===== config.mk =====
export PLATFORM = sky130hd
export DESIGN_NAME = fp_flywheel_framer
export DESIGN_NICKNAME = d
export VERILOG_FILES = /design/src/rtl/fpf_pkg.sv /design/src/rtl/fpf_sync.sv /design/src/rtl/fpf_fsm.sv /design/src/rtl/fpf_mezz.sv /design/src/rtl/fp_flywheel_framer.sv
export SDC_FILE = /design/constraint.sdc
export NUM_CORES = 1
export LEC_CHECK = 0
export CAP_MARGIN = 20
export CORE_MARGIN = 1.5
export CORE_UTILIZATION = 25
export CTS_CLUSTER_SIZE = 24
export DETAILED_ROUTE_END_ITERATION = 16
export GPL_ROUTABILITY_DRIVEN = 0
export GPL_TIMING_DRIVEN = 1
export PLACE_DENSITY = 0.42
export SETUP_SLACK_MARGIN = 0.2
export SLEW_MARGIN = 0
export SYNTH_ARGS = -nofsm -noshare
export SYNTH_HDL_FRONTEND = slang
export SYNTH_SLANG_ARGS = --single-unit

===== constraint.sdc =====
create_clock -name clk -period 5.76 [get_ports clk]
set_input_delay 0.864 -clock clk [delete_from_list [all_inputs] [get_ports clk]]
set_output_delay 0.864 -clock clk [all_outputs]
set_load 0.02 [all_outputs]

===== src/rtl/fpf_pkg.sv =====
// Package fpf_pkg
// Types shared by the framer blocks. The state encoding is visible at the
// fr_status port, so the values are fixed.
package fpf_pkg;
    typedef enum logic [1:0] {
        ST_SEARCH = 2'd0,
        ST_VERIFY = 2'd1,
        ST_LOCKED = 2'd2
    } fpf_state_t;
endpackage


===== src/rtl/fpf_sync.sv =====
// Module fpf_sync
// Brings an asynchronous pulse into the clock domain through STAGES flops,
// then produces a one-cycle rise indication.
// Assumes: STAGES >= 2; rise is driven from flops only, never from the raw input.
module fpf_sync #(
    parameter int STAGES = 2
) (
    input  logic clk,
    input  logic rst_n,
    input  logic async_in,
    output logic rise
);
    logic [STAGES-1:0] sh_q;
    logic              last_q;

    // Synchroniser chain plus one history flop for edge detection.
    always_ff @(posedge clk) begin
        if (!rst_n) begin
            sh_q   <= '0;
            last_q <= 1'b0;
        end else begin
            sh_q   <= {sh_q[STAGES-2:0], async_in};
            last_q <= sh_q[STAGES-1];
        end
    end

    // Rising edge of the synchronised level.
    always_comb begin
        rise = sh_q[STAGES-1] & ~last_q;
    end
endmodule


===== src/rtl/fpf_fsm.sv =====
// Module fpf_fsm
// Search / verify / locked state machine with a flywheel phase counter.
// In verify, each pulse must land exactly at phase 0. In locked, timing comes
// from the counter only; pulses in the window just mark the frame as seen.
// Assumes: rise is synchronous and one cycle wide; JIT_TOL < FRAME_CYCLES/2.
module fpf_fsm
    import fpf_pkg::*;
#(
    parameter int FRAME_CYCLES = 8192,
    parameter int LOCK_PULSES  = 3,
    parameter int JIT_TOL      = 2,
    parameter int MISS_MAX     = 4,
    localparam int PH_W        = $clog2(FRAME_CYCLES),
    localparam int GD_W        = $clog2(LOCK_PULSES + 1),
    localparam int MS_W        = $clog2(MISS_MAX + 1)
) (
    input  logic            clk,
    input  logic            rst_n,
    input  logic            rise,
    input  logic            force_search,
    output fpf_state_t      state,
    output logic [PH_W-1:0] phase
);
    localparam logic [PH_W-1:0] PH_LAST = PH_W'(FRAME_CYCLES - 1);
    localparam logic [PH_W-1:0] WIN_HI  = PH_W'(JIT_TOL);
    localparam logic [PH_W-1:0] WIN_LO  = PH_W'(FRAME_CYCLES - JIT_TOL);

    fpf_state_t      st_q;
    logic [PH_W-1:0] ph_q;
    logic [GD_W-1:0] good_q;
    logic [MS_W-1:0] miss_q;
    logic            hit_q;

    logic [PH_W-1:0] ph_next;
    logic            in_win;
    logic            at_zero;
    logic            eval_pt;
    logic            hit_now;
    logic            lock_done;
    logic            miss_done;

    // Next phase value, the acceptance window and the per-frame decision flags.
    always_comb begin
        ph_next   = (ph_q == PH_LAST) ? '0 : ph_q + 1'b1;
        in_win    = (ph_q <= WIN_HI) || (ph_q >= WIN_LO);
        at_zero   = (ph_q == '0);
        eval_pt   = (ph_q == WIN_HI);
        hit_now   = hit_q || (rise && in_win);
        lock_done = (32'(good_q) + 1) >= LOCK_PULSES;
        miss_done = (32'(miss_q) + 1) >= MISS_MAX;
    end

    // State, phase, pulse-count and miss-count registers.
    always_ff @(posedge clk) begin
        if (!rst_n || force_search) begin
            st_q   <= ST_SEARCH;
            ph_q   <= '0;
            good_q <= '0;
            miss_q <= '0;
            hit_q  <= 1'b0;
        end else begin
            case (st_q)
                ST_SEARCH: begin
                    if (rise) begin
                        st_q   <= ST_VERIFY;
                        ph_q   <= PH_W'(1);
                        good_q <= GD_W'(1);
                    end
                end
                ST_VERIFY: begin
                    ph_q <= ph_next;
                    if (rise) begin
                        if (at_zero) begin
                            if (lock_done) begin
                                st_q   <= ST_LOCKED;
                                good_q <= '0;
                                miss_q <= '0;
                                hit_q  <= 1'b1;
                            end else begin
                                good_q <= good_q + 1'b1;
                            end
                        end else begin
                            ph_q   <= PH_W'(1);
                            good_q <= GD_W'(1);
                        end
                    end else if (at_zero) begin
                        st_q   <= ST_SEARCH;
                        ph_q   <= '0;
                        good_q <= '0;
                    end
                end
                ST_LOCKED: begin
                    ph_q <= ph_next;
                    if (eval_pt) begin
                        hit_q <= 1'b0;
                        if (hit_now) begin
                            miss_q <= '0;
                        end else if (miss_done) begin
                            st_q   <= ST_SEARCH;
                            ph_q   <= '0;
                            miss_q <= '0;
                        end else begin
                            miss_q <= miss_q + 1'b1;
                        end
                    end else if (rise && in_win) begin
                        hit_q <= 1'b1;
                    end
                end
                default: begin
                    st_q <= ST_SEARCH;
                    ph_q <= '0;
                end
            endcase
        end
    end

    // Drive the outputs from the registers.
    always_comb begin
        state = st_q;
        phase = ph_q;
    end
endmodule


===== src/rtl/fpf_mezz.sv =====
// Module fpf_mezz
// Derives the mezzanine bit clock and frame pulse from the flywheel phase.
// Both outputs are registered and held low while not locked.
// Assumes: MZ_DIV is a power of two that divides FRAME_CYCLES.
module fpf_mezz #(
    parameter int FRAME_CYCLES = 8192,
    parameter int MZ_DIV       = 8,
    localparam int PH_W        = $clog2(FRAME_CYCLES),
    localparam int DV_W        = $clog2(MZ_DIV)
) (
    input  logic            clk,
    input  logic            rst_n,
    input  logic            locked,
    input  logic [PH_W-1:0] phase,
    output logic            mz_clk,
    output logic            mz_fp
);
    logic clk_d;
    logic fp_d;

    // High half of each bit period, and the first bit period of each frame.
    always_comb begin
        clk_d = locked && (phase[DV_W-1:0] < DV_W'(MZ_DIV / 2));
        fp_d  = locked && (phase < PH_W'(MZ_DIV));
    end

    // Output registers, so the outputs are free of glitches.
    always_ff @(posedge clk) begin
        if (!rst_n) begin
            mz_clk <= 1'b0;
            mz_fp  <= 1'b0;
        end else begin
            mz_clk <= clk_d;
            mz_fp  <= fp_d;
        end
    end
endmodule


===== src/rtl/fp_flywheel_framer.sv =====
// Module fp_flywheel_framer
// Top of the frame pulse framer: synchroniser, flywheel state machine and
// mezzanine timing generator.
// Assumes: bp_fp is asynchronous; cpu_search is already synchronous to clk.
module fp_flywheel_framer
    import fpf_pkg::*;
#(
    parameter int FRAME_CYCLES = 8192,
    parameter int LOCK_PULSES  = 3,
    parameter int JIT_TOL      = 2,
    parameter int MISS_MAX     = 4,
    parameter int MZ_DIV       = 8,
    localparam int PH_W        = $clog2(FRAME_CYCLES)
) (
    input  logic            clk,
    input  logic            rst_n,
    input  logic            bp_fp,
    input  logic            cpu_search,
    output logic            frame_strobe,
    output logic [PH_W-1:0] frame_phase,
    output logic            lock_ok,
    output logic [1:0]      fr_status,
    output logic            mz_clk,
    output logic            mz_fp
);
    logic            fp_rise;
    fpf_state_t      st;
    logic [PH_W-1:0] ph;

    fpf_sync #(.STAGES(2)) u_sync (
        .clk      (clk),
        .rst_n    (rst_n),
        .async_in (bp_fp),
        .rise     (fp_rise)
    );

    fpf_fsm #(
        .FRAME_CYCLES (FRAME_CYCLES),
        .LOCK_PULSES  (LOCK_PULSES),
        .JIT_TOL      (JIT_TOL),
        .MISS_MAX     (MISS_MAX)
    ) u_fsm (
        .clk          (clk),
        .rst_n        (rst_n),
        .rise         (fp_rise),
        .force_search (cpu_search),
        .state        (st),
        .phase        (ph)
    );

    fpf_mezz #(
        .FRAME_CYCLES (FRAME_CYCLES),
        .MZ_DIV       (MZ_DIV)
    ) u_mezz (
        .clk    (clk),
        .rst_n  (rst_n),
        .locked (lock_ok),
        .phase  (ph),
        .mz_clk (mz_clk),
        .mz_fp  (mz_fp)
    );

    // Status and frame-strobe outputs.
    always_comb begin
        lock_ok      = (st == ST_LOCKED);
        fr_status    = st;
        frame_phase  = ph;
        frame_strobe = lock_ok && (ph == '0);
    end
endmodule


Word-level counts from Yosys, hierarchy flattened
Index checks and enable logic that the tools add are counted. Widths: inputs -> output; s select.

Bits of input ports: 4. Register bits after elaboration: 26. ROM bits: 0. Memories kept: 0. Latch bits: 0. Word-level logic and storage cells: 87. Memory bits (writable): 0.

Equality and inequality tests: 14. Mux-type cells: 35. Reduce and logical (&&, ||, !) cells: 16. Add/sub/neg operators: 5. Bitwise operators: 2. $mul: 0. Shift operators: 0. Divide/modulo/power cells: 0. Order comparisons: 6.

Operator list (count): $mux 13 (8); $pmux 13 s3 (1); $ge 32x2->1 const B (1); $ge 32x3->1 const B (1); $mux 2 (11); $mux 3 (6); $add 13x1->13 const B (1); $eq 13x13->1 const B (1); $eq 13x2->1 const B (1); $ge 13x13->1 const B (1); $le 13x2->1 const B (1); $logic_not 13->1 (1); $lt 13x4->1 const B (1); $reduce_and 5->1 (2); $ne 2x1->1 const B (4); $ne 2x2->1 const B (3); $ne 3x3->1 const B (2); $pmux 2 s3 (1); $pmux 3 s2 (1); $reduce_and 6->1 (1); $mux 1 (5); $add 3x1->4 const B (1); $logic_and 1x1->1 (4); $pmux 2 s2 (1); 15 further kinds (18).

Depth between registers and ports, before layout
Gate-level depths: netlist of the first run.

Depth after elaboration: 7. Depth in mapped cells: 8. Mapped depth without buffers: 8.

Modules after synthesis
From an unflattened synthesis of the first run, not the netlist that was laid out.

Cell total of the unflattened synthesis: 181. Area, all modules: 1493.9 µm².

By module, submodules not included: fpf_fsm (instances 1, cells an instance 160, area an instance 1283.7 µm²); fpf_sync (instances 1, cells an instance 7, area an instance 92.6 µm²); fpf_mezz (instances 1, cells an instance 8, area an instance 73.8 µm²); fp_flywheel_framer (instances 1, cells an instance 6, area an instance 43.8 µm²).

Worst setup path after synthesis of the first run
OpenSTA, ideal clock, no wires.

Kind: register to output. Start: register u_fsm.ph_q[3] (netlist: u_fsm.phase[3]). End: output port frame_strobe. Data arrival time: 1.366 ns. Data required time: 4.896 ns. Stages on the path, launching flop included: 4. Setup slack: 3.530 ns. Cell sequence: dfxtp_1 -> nor4_4 -> nand4_2 -> nor2_1.

Word-level cells in the longest chain between the ends: 2.

Ends and longest elaborated chain: start, declared (line fpf_fsm.sv:29) `logic [PH_W-1:0] ph_q;`; start signal, assigned (line fpf_fsm.sv:71) `ph_q <= ph_next;`; start signal, assigned (line fpf_fsm.sv:93) `ph_q <= ph_next;`; $logic_not 13->1 (line fp_flywheel_framer.sv:68) `frame_strobe = lock_ok && (ph == '0);`; $logic_and 1x1->1 (line fp_flywheel_framer.sv:68); end, declared (line fp_flywheel_framer.sv:19) `output logic frame_strobe,`.

Every way passes these cells.

Worst setup path in the final report of the first run
Ends and elaborated chain as after synthesis.

==> summary.md, run 1 <==
| Metric | Value |
|---|---|
| Die Footprint | `between 0.006 and 0.007 mm^2` |
| Adder-Cell Fraction of Synth Area | `6.01%` |
| Hold Fails Final Rpt | `0` |
| Finish-stage setup viols | `0` |
| Crit. End Element | `output pin` |
| Final Skew | `0.0101 ns` |
| Clk sink count | `26` |
| Die H | `79.4 um` |
| Area Growth Syn to Fin | `25.2%` |
| First-pass GRT wire length | `6140 um` |
| # nets final | `213` |
| Worst EP required | `4.90 ns` |
| Placed cells | `approximately 270` |
| Synthesized area | `approximately 0.0015 mm^2` |
| Ys Warns | `0` |
| Final ANT Viol Nets | `0` |
| Row cnt | `27` |
| CP endpoint | `frame_strobe` |
| Syn_area_per_cell | `about 8.1 um^2` |
| Final WL | `3540 um` |
| CTS Buf Count | `3` |
| Library cells used by synthesis | `36` |
| Pre-CTS setup slack | `2.84 ns` |
| Worst reg2reg path depth | `7` |
| Detail Placement HPWL | `around 2700 um` |
| Status | `completed` |
| Slew Viols, Final | `0` |
| Cell area after layout | `between 0.0015 and 0.002 mm^2` |
| Total power | `around 360 uW` |
| Post-Synth Simple-Gate Area | `31.1%` |
| Grt total ovfl | `0` |
| Max Cap Viol | `0` |
| Hold Path Class | `flop to flop` |
| Leak | `between 0.6 and 0.7 nW` |
| Die W | `just under 80 um` |
| Post-synth top flop | `dfxtp_1` |
| Post-cts gate resize count | `0` |
| Fin worst setup slack | `2.69 ns` |
| Ant diodes | `0` |
| Worst vdd ir | `83.7 uV` |
| Slew margin rel. | `53.6%` |
| Clock root buffer master | `clkbuf_8` |
| XOR/XNOR Fraction of Synth Area | `2.40%` |
| Initial antenna violation count | `0` |
| Post-CTS setup buffer count | `0` |
| Starting Density | `26.2%` |
| Via Count | `between 1000 and 1500` |
| Largest net degree at the start of global routing | `16` |
| Clock slew at reported path FFs | `0.10 ns` |
| Vias in the first global route | `1272` |
| Clock Path Buffers | `2` |
| Sequential share of the synthesized area | `35.7%` |
| Critical Setup Path Class | `flop to output pin` |
| Utilization after layout | `around a third` |
| DRC | `0` |
| Period utilization | `53.2%` |
| Number of synthesized flops with an enable pin | `0` |
| Asr flop ratio synth | `0%` |
| Synth Instances | `179` |
| Core ar. | `0.00557 mm^2` |
| Tot GR Track Use | `12.3%` |
| Syn nets | `190` |
| PD cells | `196 mW/mm^2` |
| Tmin final | `3.07 ns` |
| Layout cells sized above 1 | `5.47%` |
| Clk Latency, worst-skew pair | `0.28 ns` |
| Crit-path max FO | `9` |
| Initial drt markers | `41` |
| Commonest non-fill, non-tap cell in the layout | `dfxtp_1` |
| Peak Freq | `approximately 0.33 GHz` |
| Hold_ws | `0.457 ns` |
| Drt via density | `4.87` |
| R2r endpoint | `u_fsm.phase[10]$_SDFFE_PP0N_` |
| Synth Area in Compound Gates | `17.1%` |
| R2R Setup Slk | `3.53 ns` |
| First drt pass iteration count | `4` |
| I/O Buffers | `22` |
| #FFs+latches synth | `26` |
| Critical R2R Launch | `u_fsm.phase[0]$_SDFFE_PP0N_` |
| TritonCTS clock tree | `done` |
| # IOs | `23` |
| Startpoint Class | `flop` |
| Hold Buf Count CTS | `0` |
| Area after DPL | `0.00175 mm^2` |
| Least-Margin Pin Slew | `0.693 ns` |
| Post-DR wirelength/cell | `between 10 and 15 um` |
| Setup TNS | `0 ns` |
| RSZ-0062 raised after global routing | `no` |
| Crit. Startpoint | `u_fsm.phase[3]$_SDFFE_PP0N_` |
| Arr. time, crit path | `2.20 ns` |
| Finished Layout Cells | `273` |
| Most frequent cells in the layout | `26 x dfxtp_1, 22 x clkdlybuf4s50_1, 20 x nand2_1, 19 x nor2_1, 13 x o21ai_1` |
| Largest family of logic cells by synthesized area | `simple AND/OR/NAND/NOR gates` |
| H-tree Lvls | `1` |
| Mux share of post-synthesis cell area | `4.12%` |
[how the worst min path moves through the flow]
stage               depth (start not counted)                       from                         to
floorplan                                   1  u_sync.sh_q[0]$_SDFF_PN0_  u_sync.sh_q[1]$_SDFF_PN0_
global placement                            1  u_sync.sh_q[0]$_SDFF_PN0_  u_sync.sh_q[1]$_SDFF_PN0_
detailed placement                          1  u_sync.sh_q[0]$_SDFF_PN0_  u_sync.sh_q[1]$_SDFF_PN0_
CTS                                         1  u_sync.sh_q[0]$_SDFF_PN0_  u_sync.sh_q[1]$_SDFF_PN0_
global route                                1  u_sync.sh_q[0]$_SDFF_PN0_  u_sync.sh_q[1]$_SDFF_PN0_
finish                                      1  u_sync.sh_q[0]$_SDFF_PN0_  u_sync.sh_q[1]$_SDFF_PN0_
[cell usage after synthesis (2+ instances only)]
library cell	n	share of area, %
mux2i_1	6	4.1
clkbuf_1	4	1.0
xor2_1	2	1.2
nand4_1	4	1.7
or3_1	3	1.3
xnor2_1	2	1.2
o21ai_1	13	4.5
nand2b_1	2	0.86
nor4_1	3	1.3
o21ai_0	4	1.4
and3_1	3	1.3
nor4_4	2	2.9
ha_1	7	6.0
nor2_1	19	4.9
nand2_1	20	5.2
a21oi_1	11	3.8
inv_1	10	2.6
nand4_2	2	1.7
and2_1	7	3.0
nand3_1	11	3.8
o211ai_1	2	1.0
dfxtp_1	26	36
nor2b_1	3	1.3
[state kept, by name, summed over array words and instances (netlist names)]
register and count:
u_fsm.good_q 2, u_fsm.hit_q 1, u_fsm.miss_q 3, u_fsm.phase 13, u_fsm.state 2, u_mezz.mz_clk 1
u_mezz.mz_fp 1, u_sync.last_q 1, u_sync.sh_q 2
[per-layer routing]
metal  up-vias  GRT usage (%)  routed length [um]
met4         0           4.21                  51
met3         5           2.18                 117
li1        681              -                   -
met2        24           19.1                1570
met5         -              0                   0
met1       620           17.2                1800
[critical path: stages (launching register included)]
cell and delay, ns:
dfxtp_1 0.40, nor4_4 0.41, nand4_2 0.31, nor2_1 0.18
clkdlybuf4s50_1 0.62
[logic make-up after synthesis]
family	count (synthesis)
muxes	6
DFF	26
adders and majority gates	7
xor gates and xnor gates	4
AOI/OAI and AO/OA	39
and+or+nand+nor	83
buffers and inverters	14
[power by group]
group          leakage, nW  internal (mW)  switching, mW
registers            0.210          0.181        0.00126
logic                0.384        0.00802         0.0124
clock network       0.0357         0.0931         0.0609
[layout make-up]
cell class,count,area (um^2)
fill,591,3750
multi-input combinational,139,885
sequential,26,520
clock buffer,3,41.3
timing repair buffer,22,220
tap,72,90.1
clock inverter,1,30.0
inverter,10,37.5
Power figures use the tool's default switching activity.
==> inputs of run 2 (changes only) <==
==> constraint.sdc (replaced) <==
create_clock -name clk -period 2.85 [get_ports clk]
set_input_delay 0.4275 -clock clk [delete_from_list [all_inputs] [get_ports clk]]
set_output_delay 0.4275 -clock clk [all_outputs]
set_load 0.02 [all_outputs]
==> summary.md, run 2 (synthesis results as in run 1) <==
| Metric | Value |
|---|---|
| Row cnt | `27 (unchanged)` |
| Core ar. | `0.00557 mm^2 (unchanged)` |
| Initial drt markers | `54 (was 41)` |
| R2R Setup Slk | `0.56 ns (was 3.53 ns)` |
| Worst EP required | `2.42 ns (was 4.90 ns)` |
| I/O Buffers | `22 (unchanged)` |
| R2r endpoint | `u_fsm.phase[10]$_SDFFE_PP0N_ (unchanged)` |
| PD cells | `359 mW/mm^2 (was 196 mW/mm^2)` |
| CTS Buf Count | `3 (unchanged)` |
| Most frequent cells in the layout | `26 x dfxtp_1, 22 x clkdlybuf4s50_1, 20 x nand2_1, 19 x nor2_1, 13 x o21ai_1 (unchanged)` |
| Grt total ovfl | `0 (unchanged)` |
| Slew Viols, Final | `0 (unchanged)` |
| Area after DPL | `0.00177 mm^2 (was 0.00175 mm^2)` |
| Starting Density | `26.2% (unchanged)` |
| Drt via density | `5.00 (was 4.87)` |
| Period utilization | `89.1%` |
| Hold Path Class | `flop to flop (unchanged)` |
| Final ANT Viol Nets | `0 (unchanged)` |
| Detail Placement HPWL | `2880 um (was 2690 um)` |
| Hold Crit Depth | `1 (unchanged)` |
| Tot GR Track Use | `12.8% (was 12.3%)` |
| Hold_ws | `0.439 ns (was 0.457 ns)` |
| Setup TNS | `0 ns (unchanged)` |
| First drt pass iteration count | `4 (unchanged)` |
| Via Count | `1375 (was 1330)` |
| Initial antenna violation count | `0 (unchanged)` |
| Status | `completed (unchanged)` |
| Hold Crit Start | `u_sync.sh_q[0]$_SDFF_PN0_ (unchanged)` |
| Clock Path Buffers | `2 (unchanged)` |
| RSZ-0062 raised after global routing | `no (unchanged)` |
| Slew margin rel. | `51.2% (was 53.6%)` |
| Arr. time, crit path | `2.11 ns (was 2.20 ns)` |
| Hold Path Sink | `u_sync.sh_q[1]$_SDFF_PN0_ (unchanged)` |
| Post-CTS setup buffer count | `0 (unchanged)` |
| Clock slew at reported path FFs | `0.10 ns (about the same)` |
| Total power | `658 uW (was 357 uW)` |
| First-pass GRT wire length | `6330 um (was 6140 um)` |
| Crit-path max FO | `9 (unchanged)` |
| Hold Buf Count CTS | `0 (unchanged)` |
| Max Cap Viol | `0 (unchanged)` |
| Crit. End Element | `output pin (unchanged)` |
| TritonCTS clock tree | `done (unchanged)` |
| Least-Margin Pin Slew | `0.729 ns (was 0.693 ns)` |
| Die W | `79.4 um (unchanged)` |
| Cell area after layout | `0.00183 mm^2 (was 0.00182 mm^2)` |
| DRC | `0 (unchanged)` |
| Commonest non-fill, non-tap cell in the layout | `dfxtp_1 (unchanged)` |
| # IOs | `23 (unchanged)` |
| Clock root buffer master | `clkbuf_8 (unchanged)` |
| H-tree Lvls | `1 (unchanged)` |
| Critical Setup Path Class | `flop to output pin (unchanged)` |
| Clk sink count | `26 (unchanged)` |
| Finish-stage setup viols | `0 (unchanged)` |
| Post-DR wirelength/cell | `14.0 um (was 13.0 um)` |
| Die Footprint | `0.00630 mm^2 (unchanged)` |
| Area Growth Syn to Fin | `25.7% (was 25.2%)` |
| Largest net degree at the start of global routing | `15 (was 16)` |
| Die H | `79.4 um (unchanged)` |
| Layout cells sized above 1 | `6.40% (was 5.47%)` |
| Final WL | `3860 um (was 3540 um)` |
| # nets final | `215 (was 213)` |
| Max reg flops | `13 (unchanged)` |
| Ant diodes | `0 (unchanged)` |
| Leak | `0.636 nW (was 0.630 nW)` |
| Vias in the first global route | `1338 (was 1272)` |
| Tmin final | `2.54 ns` |
| Startpoint Class | `flop (unchanged)` |
| Post-cts gate resize count | `0 (unchanged)` |
| Clk Latency, worst-skew pair | `0.27 ns (was 0.28 ns)` |
| Worst vdd ir | `158 uV (was 83.7 uV)` |
| Final Skew | `0.00825 ns (was 0.0101 ns)` |
| Hold Fails Final Rpt | `0 (unchanged)` |
| Worst reg2reg path depth | `7 (unchanged)` |
| Peak Freq | `0.394 GHz` |
| Utilization after layout | `32.9% (was 32.7%)` |
| Critical R2R Launch | `u_fsm.phase[0]$_SDFFE_PP0N_ (unchanged)` |
-- run 2: cell types whose count changed in the layout (fill, tap and decap cells not counted) --
cell,change
nand4_2,-1
clkbuf_8,+1
nand4_4,+1
buf_4,+2
bufinv_16,-1
-- run 2: power breakdown --
group | switching, mW | internal, mW
Combinational | 0.0265 | 0.0182
Sequential | 0.00250 | 0.366
Clock | 0.121 | 0.123
-- run 2: cell type report --
| class | count | area [um^2] |
|---|---|---|
| fill | 580 | 3740 |
| multi-input combinational | 139 | 893 |
| timing repair buffer | 24 | 235 |
| sequential | 26 | 520 |
| tap | 72 | 90.1 |
| clock buffer | 4 | 55.1 |
| inverter | 10 | 37.5 |
-- run 2: layer usage --
metal	vias to the layer above	wire length (um)	track usage, %
met5	-	0	0
met3	4	123	1.72
met1	657	1890	17.1
met2	31	1800	20.9
li1	683	-	-
met4	0	48	4.74
-- run 2: how the worst max path moves through the flow --
stage,start,to,slack (ns),cells after the start
after floorplan,u_fsm.phase[0]$_SDFFE_PP0N_,u_fsm.phase[10]$_SDFFE_PP0N_,0.76,8
after CTS,u_fsm.phase[3]$_SDFFE_PP0N_,frame_strobe,0.22,4
after detailed placement,u_fsm.phase[3]$_SDFFE_PP0N_,frame_strobe,0.54,4
after global routing,u_fsm.phase[1]$_SDFFE_PP0N_,frame_strobe,0.22,6
final,u_fsm.phase[3]$_SDFFE_PP0N_,frame_strobe,0.31,4
after global placement,u_fsm.phase[3]$_SDFFE_PP0N_,frame_strobe,0.57,4
-- run 2: critical path, cell delays in order, from the launching register on --
cell and delay [ns]:
dfxtp_1 0.40, nor4_4 0.42, nand4_4 0.23, nor2_1 0.17
clkdlybuf4s50_1 0.62
-- run 2: metrics by stage --
step,cells,setup WS [ns]
4_1_cts,275,0.215
6_report,275,0.311
2_1_floorplan,179,0.757
3_5_place_dp,271,0.543
3_3_place_gp,271,0.570
5_1_grt,275,0.219
